<file path="config.mk">
export PLATFORM = sky130hd
export DESIGN_NAME = cmdbuf_top
export DESIGN_NICKNAME = d
export VERILOG_FILES = /design/src/rtl/cmdbuf_pkg.sv /design/src/rtl/cmdbuf_rst_sync.sv /design/src/rtl/cmdbuf_hold_reg.sv /design/src/rtl/cmdbuf_lane_map.sv /design/src/rtl/cmdbuf_top.sv
export SDC_FILE = /design/constraint.sdc
export NUM_CORES = 1
export LEC_CHECK = 0
export BUFFER_PORTS_ARGS = -buffer_cell sky130_fd_sc_hd__buf_2
export CAP_MARGIN = 30
export CORE_MARGIN = 3
export CORE_UTILIZATION = 45
export CTS_CLUSTER_SIZE = 14
export DETAILED_ROUTE_END_ITERATION = 10
export GPL_ROUTABILITY_DRIVEN = 0
export HOLD_SLACK_MARGIN = 0.08
export PLACE_DENSITY = 0.75
export SYNTH_ARGS = -nofsm -noshare
export SYNTH_HDL_FRONTEND = slang
export SYNTH_SLANG_ARGS = --single-unit
</file>
<file path="constraint.sdc">
create_clock -name clk -period 1.7 [get_ports clk]
set_input_delay 0.34 -clock clk [delete_from_list [all_inputs] [get_ports clk]]
set_output_delay 0.34 -clock clk [all_outputs]
set_load 0.01 [all_outputs]
</file>
<file path="src/rtl/cmdbuf_pkg.sv">
package cmdbuf_pkg;
  localparam int unsigned WIDE_W   = 25;
  localparam int unsigned NARROW_W = 14;

  // alternate lane source: odd stride through the wide bus, wrapping
  function automatic int unsigned alt_src(input int unsigned lane, input int unsigned wide);
    return (2 * lane + 1) % wide;
  endfunction
endpackage

</file>
<file path="src/rtl/cmdbuf_rst_sync.sv">
module cmdbuf_rst_sync (
  input  logic clk,
  input  logic rst_n,
  output logic rst_sync_n
);
  logic s1_q;
  logic s2_q;

  always_ff @(posedge clk or negedge rst_n) begin
    if (!rst_n) begin
      s1_q <= 1'b0;
      s2_q <= 1'b0;
    end else begin
      s1_q <= 1'b1;
      s2_q <= s1_q;
    end
  end

  assign rst_sync_n = s2_q & rst_n;
endmodule

</file>
<file path="src/rtl/cmdbuf_hold_reg.sv">
module cmdbuf_hold_reg #(
  parameter int unsigned W = 8
) (
  input  logic         clk,
  input  logic         rst_n,
  input  logic         en,
  input  logic [W-1:0] d,
  output logic [W-1:0] q
);
  logic [W-1:0] q_r;
  logic [W-1:0] q_nxt;

  always_comb begin
    q_nxt = q_r;
    if (en) q_nxt = d;
  end

  always_ff @(posedge clk or negedge rst_n) begin
    if (!rst_n) q_r <= '0;
    else        q_r <= q_nxt;
  end

  assign q = q_r;
endmodule

</file>
<file path="src/rtl/cmdbuf_lane_map.sv">
module cmdbuf_lane_map #(
  parameter int unsigned WIDE_W   = cmdbuf_pkg::WIDE_W,
  parameter int unsigned NARROW_W = cmdbuf_pkg::NARROW_W
) (
  input  logic                split,
  input  logic                alt,
  input  logic [WIDE_W-1:0]   d,
  output logic [WIDE_W-1:0]   a_nxt,
  output logic [NARROW_W-1:0] b_nxt
);
  localparam int unsigned PAD_W = WIDE_W - NARROW_W;

  logic [NARROW_W-1:0] lane_dir;
  logic [NARROW_W-1:0] lane_alt;
  logic [NARROW_W-1:0] lane_sel;

  for (genvar i = 0; i < NARROW_W; i++) begin : g_lane
    localparam int unsigned SRC = cmdbuf_pkg::alt_src(i, WIDE_W);
    assign lane_dir[i] = d[i];
    assign lane_alt[i] = d[SRC];
  end

  always_comb begin
    lane_sel = alt ? lane_alt : lane_dir;
    if (split) begin
      a_nxt = {{PAD_W{1'b0}}, lane_sel};
      b_nxt = lane_sel;
    end else begin
      a_nxt = d;
      b_nxt = '0;
    end
  end
endmodule

</file>
<file path="src/rtl/cmdbuf_top.sv">
module cmdbuf_top #(
  parameter int unsigned WIDE_W   = cmdbuf_pkg::WIDE_W,
  parameter int unsigned NARROW_W = cmdbuf_pkg::NARROW_W
) (
  input  logic                clk,
  input  logic                rst_n,
  input  logic                cfg_split,
  input  logic                cfg_alt,
  input  logic                dsel_n,
  input  logic                rsel_n,
  input  logic                cke_in,
  input  logic                odt_in,
  input  logic [WIDE_W-1:0]   d_in,
  output logic [WIDE_W-1:0]   q_a,
  output logic [NARROW_W-1:0] q_b,
  output logic [1:0]          cs_q_n,
  output logic [1:0]          cke_q,
  output logic [1:0]          odt_q
);
  localparam int unsigned SIDE_W = 6;

  logic                rst_sync_n;
  logic                data_en;
  logic [WIDE_W-1:0]   a_nxt;
  logic [NARROW_W-1:0] b_nxt;
  logic [SIDE_W-1:0]   side_nxt;
  logic [SIDE_W-1:0]   side_q;

  cmdbuf_rst_sync u_rst (
    .clk        (clk),
    .rst_n      (rst_n),
    .rst_sync_n (rst_sync_n)
  );

  cmdbuf_lane_map #(.WIDE_W(WIDE_W), .NARROW_W(NARROW_W)) u_map (
    .split (cfg_split),
    .alt   (cfg_alt),
    .d     (d_in),
    .a_nxt (a_nxt),
    .b_nxt (b_nxt)
  );

  // either active-low select opens the data path
  assign data_en = ~(dsel_n & rsel_n);

  always_comb begin
    side_nxt = {cfg_split & odt_in, odt_in,
                cfg_split & cke_in, cke_in,
                cfg_split & dsel_n, dsel_n};
  end

  cmdbuf_hold_reg #(.W(WIDE_W)) u_reg_a (
    .clk (clk), .rst_n (rst_sync_n), .en (data_en), .d (a_nxt), .q (q_a)
  );

  cmdbuf_hold_reg #(.W(NARROW_W)) u_reg_b (
    .clk (clk), .rst_n (rst_sync_n), .en (data_en), .d (b_nxt), .q (q_b)
  );

  cmdbuf_hold_reg #(.W(SIDE_W)) u_reg_side (
    .clk (clk), .rst_n (rst_sync_n), .en (1'b1), .d (side_nxt), .q (side_q)
  );

  assign cs_q_n = side_q[1:0];
  assign cke_q  = side_q[3:2];
  assign odt_q  = side_q[5:4];
endmodule

</file>
==> metrics.cfg <==
[detailed_routing]
first_pass_iters=4
wire_per_inst_um=16.00
drc=0
drt-vias-per-instance=5.202
totalWireLength_um=5295
detailroute.via_count=1722
drt_first_iter_violations=150
route.antenna.remaining_nets=0

[global_route]
number_of_global_route_vias_before_repair=1749
global_route_wire_length_before_repair_um=8825
gr-total-overflow=0
global_route.usage.total=0.1841
grt_max_degree=43
antenna_found_initial=0

[layout]
regArea_um2=1176
num_antenna_cells=0
num-fill-cells=448
share_of_cells_above_drive_strength_1=0.4583
area.growth.synth_to_final_pct=21.41
final_common_cell=buf_2
multi_input_gate_area_um2=1003
layout.nets=296
mostFrequentLayoutCells=buf_2, dfrtp_1, nand3_1

[sta]
finalWorstPathRequiredPeriod_ns=1.203
setup-violations-final=0
rsz_0062_raised_after_global_routing=no
fin_tns_setup_ns=0
timing_max_transition_violations_final=0
fin_crit_sh=0.7077
max_clock_freq_ghz=0.8312
clock_skew_ns=0.004361
hold_violations=0

[hold_path]
hold_path.class=input port to flip-flop

[logic_synthesis]
synth_seq_area_share=0.5019
avgSynthCellArea_um2=12.14
synth_top_cells_by_area=dfrtp_1, o2bb2ai_2, mux2i_1
post_synth_instance_area_um2=2343
synthCells=193
synth_nets=226
netlist.top_cell.by_area=dfrtp_1
synthDistinctLibCells=20
synth-warning-count=0
synth_top_area_share=0.5019
ys_seq_elements=47

[clock_tree]
cts.repair_timing.setup_buffer_count=0
max-clock-path-buffers=2
tritoncts=built
clk_pin_slew_ns=0.08
cts-root-buf=clkbuf_8
cts_hold_buffers=1
cts_repair_resize_count=0
clk-insertion-delay-late_ns=0.30
tritoncts.num_buffers=5
ctsHtreeMaxLevel=2
clock-sinks=47

[setup_path]
critical_path_required_ns=1.36
cp_cell_sequence=buf_2
critical-path-top-delay-family=flip-flops
ws_path_type=flip-flop to output pin
crit_buf_inv=1
critical_path.max_fanout=2
worst-endpoint-arrival_ns=0.86
worst_path_largest_cell_delay_ns=0.41
critical_path.startpoint_type=flip-flop
critPathCaptureType=output pin
critical-path-slowest-cell=dfrtp_1

[floorplan]
top_level_ports=78
placementRows=25
die_x_um=78.17
floorplan.core_area_um2=4880
die_area_um2=6110
initial_utilization=0.4803
die_height_um=78.17

[run]
max_cap_check_violation_count=0

[power_and_ir_drop]
power_density_of_the_placed_cells_nw_per_um2=868.7
vdd.ir_drop.worst_mv=0.4662
sum_of_internal_switching_and_leakage_power_w=0.002472
leakage_nw=1.441

[placed_design]
dp.final_hpwl_um=3830
port_buffers=77

[status]
outcome=finished clean

-- cell usage after synthesis, drive strengths merged --
| cell | number |
|---|---|
| o2bb2ai | 14 |
| conb | 1 |
| nand3 | 25 |
| a31oi | 14 |
| dfrtp | 47 |
| and2 | 5 |
| nand2 | 1 |
| clkbuf | 3 |
| o21ai | 11 |
| buf | 18 |
| mux2i | 14 |
| and3b | 14 |
| a21bo | 15 |
| nand2b | 11 |
-- final cells by class --
| cell class | instances | area share |
|---|---|---|
| clock buffer | 7 | 0.03386 |
| clock inverter | 1 | 0.002639 |
| multi-input combinational | 125 | 0.3527 |
| sequential | 47 | 0.4134 |
| tap | 67 | 0.02946 |
| timing repair buffer | 84 | 0.1680 |
-- kinds of logic (layout without fill, tap and decap cells) --
logic type	after synthesis	in the layout	synth area share
multiplexers	14	14	0.05980
other	1	1	0.001600
buffers and inverters	21	92	0.07048
flip-flops	47	47	0.5019
AO/OA/AOI/OAI	54	54	0.2162
AND/OR/NAND/NOR	56	56	0.1500
-- metrics by stage --
stage / hold WS [ns] / std cells / setup slack [ns] / utilization / cell area, um2
after floorplan: 0.04441 / 193 / 0.02429 / - / 2344
after global placement: 0.1289 / 322 / 0.2690 / 0.5597 / 2731
after detailed placement: 0.1331 / 322 / 0.2055 / 0.5597 / 2731
after CTS: 0.1411 / 331 / 0.4831 / 0.5831 / 2845
after global routing: 0.1400 / 331 / 0.3811 / 0.5831 / 2845
final: 0.1477 / 331 / 0.4969 / 0.5831 / 2845
-- worst paths after layout --
check | from | end | slack (ns) | depth (start not counted)
setup / recovery | u_reg_b.q[12] | q_b[12] | 0.50 | 1
hold / removal | odt_in | u_reg_side.q[4] | 0.15 | 1
setup reg to reg | u_reg_a.q[9] | u_reg_a.q[9] | 0.90 | 2
hold reg to reg | u_rst.s2_q | u_reg_side.q[3] | 0.19 | 1
min in group asynchronous | u_rst.s2_q | u_reg_side.q[3] | 0.19 | 1
max in group asynchronous | rst_n | u_reg_a.q[6] | 0.72 | 4
-- registers in the layout (all words and copies together), names as in the netlist --
| signal | count |
|---|---|
| u_reg_side.q | 6 |
| u_rst.s2_q | 1 |
| u_reg_b.q | 14 |
| u_rst.s1_q | 1 |
| u_reg_a.q | 25 |
-- power by group --
| part | switching (W) | leakage [nW] | internal [W] |
|---|---|---|---|
| Clock | 0.000366 | 0.0505 | 0.000370 |
| Combinational | 0.000260 | 0.792 | 0.000218 |
| Sequential | 0.0000496 | 0.599 | 0.00121 |
-- metal layers --
layer / vias to the layer above / wire length [um] / global-route usage
li1: 840 / - / -
met1: 830 / 2332 / 0.2489
met2: 47 / 2644 / 0.2971
met3: 5 / 242 / 0.03899
met4: 0 / 76 / 0.05769
met5: - / 0 / 0
Note: power is estimated with default switching activity, not from simulation.
